File: src/rtl/sd_spi_seq_pkg.sv
`timescale 1ns/1ps
package sd_spi_seq_pkg;

  typedef enum logic [1:0] {
    OP_DIRECT = 2'd0,
    OP_INIT   = 2'd1,
    OP_WRITE  = 2'd2,
    OP_READ   = 2'd3
  } op_e;

  typedef enum logic [3:0] {
    S_IDLE, S_DIRECT, S_CMD, S_RESP, S_WTOK, S_WDATA, S_WCRC,
    S_WDRESP, S_WBUSY, S_RTOK, S_RDATA, S_RCRC
  } st_e;

  localparam logic [3:0] RA_TYPE  = 4'd0;
  localparam logic [3:0] RA_CTRL  = 4'd1;
  localparam logic [3:0] RA_STAT  = 4'd2;
  localparam logic [3:0] RA_ERR   = 4'd3;
  localparam logic [3:0] RA_CDIV  = 4'd4;
  localparam logic [3:0] RA_DBYTE = 4'd5;
  localparam logic [3:0] RA_ADR0  = 4'd8;
  localparam logic [3:0] RA_ADR1  = 4'd9;
  localparam logic [3:0] RA_ADR2  = 4'd10;
  localparam logic [3:0] RA_ADR3  = 4'd11;

  localparam logic [1:0] EC_OK      = 2'd0;
  localparam logic [1:0] EC_TIMEOUT = 2'd1;
  localparam logic [1:0] EC_REJECT  = 2'd2;
  localparam logic [1:0] EC_DATA    = 2'd3;

  localparam logic [7:0] FILL_BYTE  = 8'hFF;
  localparam logic [7:0] DATA_TOKEN = 8'hFE;
  localparam logic [7:0] RESP_READY = 8'h00;
  localparam logic [7:0] RESP_IDLE  = 8'h01;

endpackage

File: src/rtl/sd_spi_seq_regs.sv
`timescale 1ns/1ps
module sd_spi_seq_regs
  import sd_spi_seq_pkg::*;
(
  input  logic        clk,
  input  logic        rst_n,
  input  logic        we,
  input  logic [3:0]  addr,
  input  logic [7:0]  wdata,
  output logic [7:0]  rdata,
  input  logic        busy,
  input  logic        err_we,
  input  op_e         err_op,
  input  logic [1:0]  err_code,
  output op_e         op_type,
  output logic [31:0] card_addr,
  output logic [7:0]  clk_div,
  output logic [7:0]  dbyte,
  output logic        start,
  output logic [5:0]  err_q
);

  op_e         type_q, type_n;
  logic [31:0] adr_q, adr_n;
  logic [7:0]  cdiv_q, cdiv_n, db_q, db_n;
  logic [5:0]  err_n;

  assign start = we && (addr == RA_CTRL) && wdata[0] && !busy;

  always_comb begin
    type_n = type_q;
    adr_n  = adr_q;
    cdiv_n = cdiv_q;
    db_n   = db_q;
    err_n  = err_q;
    if (we) begin
      case (addr)
        RA_TYPE:  type_n = op_e'(wdata[1:0]);
        RA_CDIV:  cdiv_n = wdata;
        RA_DBYTE: db_n   = wdata;
        RA_ADR0:  adr_n[7:0]   = wdata;
        RA_ADR1:  adr_n[15:8]  = wdata;
        RA_ADR2:  adr_n[23:16] = wdata;
        RA_ADR3:  adr_n[31:24] = wdata;
        default:  ;
      endcase
    end
    if (err_we) begin
      case (err_op)
        OP_INIT:  err_n[1:0] = err_code;
        OP_READ:  err_n[3:2] = err_code;
        OP_WRITE: err_n[5:4] = err_code;
        default:  ;
      endcase
    end
  end

  always_ff @(posedge clk or negedge rst_n) begin
    if (!rst_n) begin
      type_q <= OP_DIRECT;
      adr_q  <= '0;
      cdiv_q <= '0;
      db_q   <= '0;
      err_q  <= '0;
    end else begin
      type_q <= type_n;
      adr_q  <= adr_n;
      cdiv_q <= cdiv_n;
      db_q   <= db_n;
      err_q  <= err_n;
    end
  end

  always_comb begin
    case (addr)
      RA_TYPE:  rdata = {6'd0, type_q};
      RA_STAT:  rdata = {7'd0, busy};
      RA_ERR:   rdata = {2'd0, err_q};
      RA_CDIV:  rdata = cdiv_q;
      RA_DBYTE: rdata = db_q;
      RA_ADR0:  rdata = adr_q[7:0];
      RA_ADR1:  rdata = adr_q[15:8];
      RA_ADR2:  rdata = adr_q[23:16];
      RA_ADR3:  rdata = adr_q[31:24];
      default:  rdata = 8'd0;
    endcase
  end

  assign op_type   = type_q;
  assign card_addr = adr_q;
  assign clk_div   = cdiv_q;
  assign dbyte     = db_q;

endmodule

File: src/rtl/sd_spi_seq_frame.sv
`timescale 1ns/1ps
module sd_spi_seq_frame
  import sd_spi_seq_pkg::*;
(
  input  st_e         st,
  input  logic [2:0]  idx,
  input  op_e         op,
  input  logic [31:0] arg,
  input  logic [7:0]  dbyte,
  input  logic [7:0]  txd,
  output logic [7:0]  byte_out
);

  logic [5:0]  cmd_idx;
  logic [31:0] arg_eff;
  logic [7:0]  crc;

  always_comb begin
    case (op)
      OP_WRITE: cmd_idx = 6'd24;
      OP_READ:  cmd_idx = 6'd17;
      default:  cmd_idx = 6'd0;
    endcase
    arg_eff = (op == OP_INIT) ? 32'd0 : arg;
    crc     = (op == OP_INIT) ? 8'h95 : FILL_BYTE;
  end

  always_comb begin
    case (st)
      S_CMD: begin
        case (idx)
          3'd0:    byte_out = {2'b01, cmd_idx};
          3'd1:    byte_out = arg_eff[31:24];
          3'd2:    byte_out = arg_eff[23:16];
          3'd3:    byte_out = arg_eff[15:8];
          3'd4:    byte_out = arg_eff[7:0];
          default: byte_out = crc;
        endcase
      end
      S_DIRECT: byte_out = dbyte;
      S_WTOK:   byte_out = DATA_TOKEN;
      S_WDATA:  byte_out = txd;
      default:  byte_out = FILL_BYTE;
    endcase
  end

endmodule

File: src/rtl/sd_spi_seq_fsm.sv
`timescale 1ns/1ps
module sd_spi_seq_fsm
  import sd_spi_seq_pkg::*;
#(
  parameter int BLK_BYTES  = 512,
  parameter int MAX_POLL   = 16,
  parameter int INIT_TRIES = 8,
  parameter int BUSY_POLL  = 1024
) (
  input  logic        clk,
  input  logic        rst_n,
  input  logic        start,
  input  op_e         op_in,
  input  logic [31:0] addr_in,
  input  logic [7:0]  db_in,
  input  logic        spi_done,
  input  logic [7:0]  spi_rx,
  input  logic        txf_empty,
  output logic        spi_go,
  output logic        txf_pop,
  output logic        rxf_push,
  output logic        busy,
  output logic        err_we,
  output op_e         err_op,
  output logic [1:0]  err_code,
  output st_e         st_q,
  output logic [2:0]  frame_idx,
  output op_e         op_q,
  output logic [31:0] arg_q,
  output logic [7:0]  db_q
);

  localparam int M1      = (BLK_BYTES > MAX_POLL) ? BLK_BYTES : MAX_POLL;
  localparam int CNT_MAX = (M1 > BUSY_POLL) ? M1 : BUSY_POLL;
  localparam int CW      = $clog2(CNT_MAX + 1);
  localparam int TW      = $clog2(INIT_TRIES + 1);
  localparam logic [CW-1:0] POLL_LAST = CW'(MAX_POLL - 1);
  localparam logic [CW-1:0] BLK_LAST  = CW'(BLK_BYTES - 1);
  localparam logic [CW-1:0] BUSY_LAST = CW'(BUSY_POLL - 1);
  localparam logic [CW-1:0] FRM_LAST  = CW'(5);
  localparam logic [CW-1:0] CRC_LAST  = CW'(1);
  localparam logic [TW-1:0] TRY_LAST  = TW'(INIT_TRIES - 1);

  st_e           st_n;
  op_e           op_n;
  logic [CW-1:0] cnt_q, cnt_n;
  logic [TW-1:0] try_q, try_n;
  logic          fly_q, fly_n;
  logic [31:0]   arg_n;
  logic [7:0]    db_n;
  logic          fin;
  logic [1:0]    code;

  always_comb begin
    st_n = st_q;  op_n = op_q;  cnt_n = cnt_q;  try_n = try_q;
    fly_n = fly_q;  arg_n = arg_q;  db_n = db_q;
    spi_go = 1'b0;  txf_pop = 1'b0;  rxf_push = 1'b0;
    fin = 1'b0;  code = EC_OK;
    if (st_q == S_IDLE) begin
      if (start) begin
        op_n  = op_in;
        arg_n = addr_in;
        db_n  = db_in;
        cnt_n = '0;
        try_n = '0;
        st_n  = (op_in == OP_DIRECT) ? S_DIRECT : S_CMD;
      end
    end else if (!fly_q) begin
      if (!(st_q == S_WDATA && txf_empty)) begin
        spi_go  = 1'b1;
        fly_n   = 1'b1;
        txf_pop = (st_q == S_WDATA);
      end
    end else if (spi_done) begin
      fly_n = 1'b0;
      case (st_q)
        S_DIRECT: fin = 1'b1;
        S_CMD: begin
          if (cnt_q == FRM_LAST) begin st_n = S_RESP; cnt_n = '0; end
          else cnt_n = cnt_q + 1'b1;
        end
        S_RESP: begin
          if (spi_rx == FILL_BYTE) begin
            if (cnt_q == POLL_LAST) begin fin = 1'b1; code = EC_TIMEOUT; end
            else cnt_n = cnt_q + 1'b1;
          end else if (op_q == OP_INIT && spi_rx == RESP_IDLE) begin
            if (try_q == TRY_LAST) begin fin = 1'b1; code = EC_DATA; end
            else begin try_n = try_q + 1'b1; st_n = S_CMD; cnt_n = '0; end
          end else if (spi_rx != RESP_READY) begin
            fin = 1'b1; code = EC_REJECT;
          end else if (op_q == OP_WRITE) begin
            st_n = S_WTOK; cnt_n = '0;
          end else if (op_q == OP_READ) begin
            st_n = S_RTOK; cnt_n = '0;
          end else begin
            fin = 1'b1;
          end
        end
        S_WTOK: begin st_n = S_WDATA; cnt_n = '0; end
        S_WDATA: begin
          if (cnt_q == BLK_LAST) begin st_n = S_WCRC; cnt_n = '0; end
          else cnt_n = cnt_q + 1'b1;
        end
        S_WCRC: begin
          if (cnt_q == CRC_LAST) begin st_n = S_WDRESP; cnt_n = '0; end
          else cnt_n = cnt_q + 1'b1;
        end
        S_WDRESP: begin
          if (spi_rx == FILL_BYTE) begin
            if (cnt_q == POLL_LAST) begin fin = 1'b1; code = EC_TIMEOUT; end
            else cnt_n = cnt_q + 1'b1;
          end else if (spi_rx[4:0] == 5'b00101) begin
            st_n = S_WBUSY; cnt_n = '0;
          end else begin
            fin = 1'b1; code = EC_DATA;
          end
        end
        S_WBUSY: begin
          if (spi_rx == RESP_READY) begin
            if (cnt_q == BUSY_LAST) begin fin = 1'b1; code = EC_TIMEOUT; end
            else cnt_n = cnt_q + 1'b1;
          end else begin
            fin = 1'b1;
          end
        end
        S_RTOK: begin
          if (spi_rx == FILL_BYTE) begin
            if (cnt_q == POLL_LAST) begin fin = 1'b1; code = EC_TIMEOUT; end
            else cnt_n = cnt_q + 1'b1;
          end else if (spi_rx == DATA_TOKEN) begin
            st_n = S_RDATA; cnt_n = '0;
          end else begin
            fin = 1'b1; code = EC_DATA;
          end
        end
        S_RDATA: begin
          rxf_push = 1'b1;
          if (cnt_q == BLK_LAST) begin st_n = S_RCRC; cnt_n = '0; end
          else cnt_n = cnt_q + 1'b1;
        end
        S_RCRC: begin
          if (cnt_q == CRC_LAST) fin = 1'b1;
          else cnt_n = cnt_q + 1'b1;
        end
        default: st_n = S_IDLE;
      endcase
    end
    if (fin) st_n = S_IDLE;
  end

  always_ff @(posedge clk or negedge rst_n) begin
    if (!rst_n) begin
      st_q  <= S_IDLE;
      op_q  <= OP_DIRECT;
      cnt_q <= '0;
      try_q <= '0;
      fly_q <= 1'b0;
      arg_q <= '0;
      db_q  <= '0;
    end else begin
      st_q  <= st_n;
      op_q  <= op_n;
      cnt_q <= cnt_n;
      try_q <= try_n;
      fly_q <= fly_n;
      arg_q <= arg_n;
      db_q  <= db_n;
    end
  end

  assign busy      = (st_q != S_IDLE);
  assign err_we    = fin && (op_q != OP_DIRECT);
  assign err_op    = op_q;
  assign err_code  = code;
  assign frame_idx = cnt_q[2:0];

endmodule

File: src/rtl/sd_spi_seq.sv
`timescale 1ns/1ps
module sd_spi_seq
  import sd_spi_seq_pkg::*;
#(
  parameter int BLK_BYTES  = 512,
  parameter int MAX_POLL   = 16,
  parameter int INIT_TRIES = 8,
  parameter int BUSY_POLL  = 1024
) (
  input  logic       clk,
  input  logic       rst_n,
  input  logic       reg_we,
  input  logic [3:0] reg_addr,
  input  logic [7:0] reg_wdata,
  output logic [7:0] reg_rdata,
  output logic       spi_cs_n,
  output logic [7:0] spi_clk_div,
  output logic       spi_go,
  output logic [7:0] spi_tx,
  input  logic       spi_done,
  input  logic [7:0] spi_rx,
  input  logic       txf_empty,
  input  logic [7:0] txf_data,
  output logic       txf_pop,
  output logic       rxf_push,
  output logic [7:0] rxf_data
);

  logic [1:0]  rst_sync;
  logic        rst_s;
  logic        busy, start, err_we;
  op_e         op_type, err_op, op_q;
  st_e         st_q;
  logic [1:0]  err_code;
  logic [31:0] card_addr, arg_q;
  logic [7:0]  dbyte, db_q;
  logic [5:0]  err_q;
  logic [2:0]  frame_idx;

  always_ff @(posedge clk or negedge rst_n) begin
    if (!rst_n) rst_sync <= 2'b00;
    else        rst_sync <= {rst_sync[0], 1'b1};
  end
  assign rst_s = rst_sync[1];

  sd_spi_seq_regs u_regs (
    .clk(clk), .rst_n(rst_s), .we(reg_we), .addr(reg_addr), .wdata(reg_wdata),
    .rdata(reg_rdata), .busy(busy), .err_we(err_we), .err_op(err_op),
    .err_code(err_code), .op_type(op_type), .card_addr(card_addr),
    .clk_div(spi_clk_div), .dbyte(dbyte), .start(start), .err_q(err_q)
  );

  sd_spi_seq_fsm #(
    .BLK_BYTES(BLK_BYTES), .MAX_POLL(MAX_POLL),
    .INIT_TRIES(INIT_TRIES), .BUSY_POLL(BUSY_POLL)
  ) u_fsm (
    .clk(clk), .rst_n(rst_s), .start(start), .op_in(op_type),
    .addr_in(card_addr), .db_in(dbyte), .spi_done(spi_done), .spi_rx(spi_rx),
    .txf_empty(txf_empty), .spi_go(spi_go), .txf_pop(txf_pop),
    .rxf_push(rxf_push), .busy(busy), .err_we(err_we), .err_op(err_op),
    .err_code(err_code), .st_q(st_q), .frame_idx(frame_idx), .op_q(op_q),
    .arg_q(arg_q), .db_q(db_q)
  );

  sd_spi_seq_frame u_frame (
    .st(st_q), .idx(frame_idx), .op(op_q), .arg(arg_q), .dbyte(db_q),
    .txd(txf_data), .byte_out(spi_tx)
  );

  assign spi_cs_n = !busy;
  assign rxf_data = spi_rx;

endmodule

File: config.mk
export PLATFORM = sky130hd
export DESIGN_NAME = sd_spi_seq
export DESIGN_NICKNAME = d
export VERILOG_FILES = /design/src/rtl/sd_spi_seq_pkg.sv /design/src/rtl/sd_spi_seq_regs.sv /design/src/rtl/sd_spi_seq_frame.sv /design/src/rtl/sd_spi_seq_fsm.sv /design/src/rtl/sd_spi_seq.sv
export SDC_FILE = /design/constraint.sdc
export NUM_CORES = 1
export LEC_CHECK = 0
export CORE_AREA = 8 8 122 124
export DETAILED_ROUTE_END_ITERATION = 16
export DIE_AREA = 0 0 130 132
export GPL_TIMING_DRIVEN = 0
export HOLD_SLACK_MARGIN = 0.06
export PLACE_DENSITY = 0.76
export SETUP_SLACK_MARGIN = 0.1
export SLEW_MARGIN = 20
export SYNTH_ARGS = -nofsm -noshare
export SYNTH_HDL_FRONTEND = slang
export SYNTH_HIERARCHICAL = 1
export SYNTH_SLANG_ARGS = --single-unit
File: constraint.sdc
create_clock -name clk -period 10.3 [get_ports clk]
set_clock_uncertainty 0.15 [all_clocks]
set_input_delay 1.545 -clock clk [delete_from_list [all_inputs] [get_ports clk]]
set_output_delay 1.545 -clock clk [all_outputs]
set_load 0.03 [all_outputs]
==> out/metrics.cfg <==
[worst_setup_path]
start_kind = input pin
path_class = in -> out
cp.required_ns = 8.61
worst_setup_path_end_kind = output pin
worstReg2RegStart = u_fsm/st_q[2]
cp_max_fo = 10
cp.arrival_ns = 3.85
crit_start = reg_addr[0]

[timing]
worst_slew_pin_slew_ns = 1.05
period_share = 0.539
whs_ns = 0.0653
maxSlewViolCount = 0
setup_viol = 0
period_needed_ns = 5.55
max_slew_margin = 0.293
max_freq_ghz = 0.180
rsz0062_at_grt = false
fin_ws_ns = 4.75
hold_viol = 0
tns_ns = 0

[cells_and_area]
antennaDiodeCount = 0
fin_cells = 914
final_cell_area_mm2 = 0.00847
postLayoutCoreUtil = 0.653
nNetsFinal = 761
layout-drive-gt1-share = 0.268
synthToLayoutAreaGrowth_pct = 21.5

[synthesis]
syn_area_per_cell_um2 = 10.9
yosys_most_used_dff = dfrtp_1
synth_warnings = 6
synth_cell_types = 85
syn_area_mm2 = 0.00697
yosysSeqAreaShare = 0.431
ys_ff_latch = 120
async_reset_ff_frac = 1.00
syn_nets = 675
synth_enable_flop_cells = 0
syn_inst = 639

[clock_network]
insertion_delay_ns = 0.42
path_clk_slew_ns = 0.06
cts_max_level = 4
clkSinkCount = 120
cts_setup_buffers = 0
cts_tree = built
cts_resized = 0
cts_root_buffer = clkbuf_16
cts_buffer_depth = 2
hold_buffers = 0
cts_made_buffers = 17

[floorplanning]
die_h_um = 132
start_util = 0.537
core_mm2 = 0.0130
die_area_mm2 = 0.0172
row_count = 42
floorplan.die.width_um = 130
pin_count = 69

[power]
p_leak_nw = 3.65
irDropWorstVdd_mv = 0.127
finalPower_mw = 2.02
power.density_mw_per_mm2 = 239

[route]
drc = 0
detail-route-antenna-nets = 0
wl_per_cell_um = 21.6
first_iter_violations = 464
vias_per_cell = 6.18
postRouteWirelength_um = 19700
via_count = 5653
drt_pass1_iterations = 5

[status]
status = finished clean

[global_route]
antenna_found_initial = 0
overflow = 0
grt_first_pass_wirelength_um = 31700
grt_max_degree = 56
grt_util_all_layers = 0.237
grt_pass1_vias = 5820

[hold_path]
hp-class = reg -> async

[place]
dpl_cell_area_mm2 = 0.00790
io_buffers = 65
dp.final_hpwl_um = 14600
place_congestion = 0.896
dp_cells = 882
place_ws_ns = 4.81

[flow_run]
cap_violations = 0

## routing by layer
layer	part of all wire	routed length [µm]	track usage	vias up
li1	-	-	-	2572
met1	0.46	8990	0.323	2825
met2	0.46	9060	0.359	235
met3	0.068	1350	0.0562	21
met4	0.017	333	0.0807	0
met5	0	0	0	-
## worst max-delay path: stages
cell and delay [ns]:
clkdlybuf4s50_1 0.63, buf_4 0.28, buf_4 0.21, nand2_1 0.06, o21ai_0 0.23, a221o_1 0.22, clkdlybuf4s50_1 0.68
## state kept, by name, indices dropped and copies added (netlist names), 6 cells and up
| register | flops |
|---|---|
| u_fsm/cnt_q | 11 |
| u_regs/clk_div | 8 |
| u_regs/err_q | 6 |
| u_fsm/arg_q | 32 |
| u_regs/card_addr | 32 |
| u_fsm/db_q | 8 |
| u_regs/dbyte | 8 |
## placed cells by master, fill, tap and decap left out, types with 12 or more instances in the layout
| cell type | synthesis | final |
|---|---|---|
| o21ai_0 | 19 | 19 |
| a21oi_1 | 34 | 34 |
| nor3_1 | 15 | 15 |
| mux2i_1 | 21 | 21 |
| clkdlybuf4s50_1 | 0 | 65 |
| nand3b_1 | 13 | 13 |
| nor2_1 | 33 | 33 |
| buf_4 | 20 | 20 |
| nand3_1 | 15 | 15 |
| inv_1 | 12 | 12 |
| mux2_2 | 106 | 106 |
| nor2b_1 | 12 | 12 |
| nand2_1 | 26 | 26 |
| clkbuf_16 | 0 | 17 |
| dfrtp_1 | 120 | 119 |
## report_power, final
| part | switching, mW | total [mW] | internal (mW) |
|---|---|---|---|
| sequential | 0.105 | 0.674 | 0.569 |
| combinational | 0.446 | 0.775 | 0.330 |
| clock | 0.226 | 0.572 | 0.347 |
## worst paths after layout
| kind | end | slack (ns) | cells after the start |
|---|---|---|---|
| max in group asynchronous | rst_sync[1] | 8.74 | 1 |
| worst max register to register | u_fsm/cnt_q[9] | 5.87 | 10 |
| worst min-delay path | u_regs/clk_div[0] | 0.07 | 0 |
| worst max-delay path | reg_rdata[0] | 4.75 | 7 |
| min in group clk | rst_sync[1] | 0.21 | 0 |
| worst min register to register | u_regs/clk_div[0] | 0.07 | 0 |
## Yosys cell counts, drive strengths merged, types with 3 or more instances
cell     instances  area share
nor3            16       0.012
nor4bb           4      0.0057
or4              5      0.0059
nand2           26       0.014
mux2           107        0.17
or2              3      0.0027
o2bb2ai          4      0.0050
o21ai           22       0.016
o21a             5      0.0054
nor3b            7      0.0075
nand2b           8      0.0072
or3              5      0.0045
ha               3      0.0054
and3             8      0.0072
nor2b           14       0.015
xnor2            3      0.0038
o32ai            4      0.0061
nand4           10      0.0099
nor4             4      0.0088
o221ai           4      0.0050
a221o            6      0.0086
nand3b          13       0.014
o31ai            4      0.0043
inv             13      0.0070
and4             3      0.0038
nor2            37       0.024
a211o            5      0.0065
a32oi            5      0.0063
dfrtp          120        0.43
nand3           17       0.014
a21oi           34       0.024
mux2i           22       0.033
buf             40       0.036
a221oi           4      0.0059
a211oi           7      0.0075
nor4b            4      0.0059
a31oi            3      0.0027
clkbuf           8      0.0045
## logic make-up after synthesis
kind of cell    share of synthesized area
compound gates                      0.126
xor+xnor                          0.00377
fa+ha+maj                         0.00538
buf+inv                            0.0483
flops                               0.431
mux                                 0.210
other cells                      0.000538
simple gates                        0.175
## layout make-up
class	count	area, µm²
sequential	120	3010
tap	176	220
clock inverter	12	118
timing repair buffer	67	698
multi-input combinational	457	3630
fill	1021	4510
inverter	14	52.6
buffer	48	284
clock buffer	20	457
(Power assumes the default switching activity.)
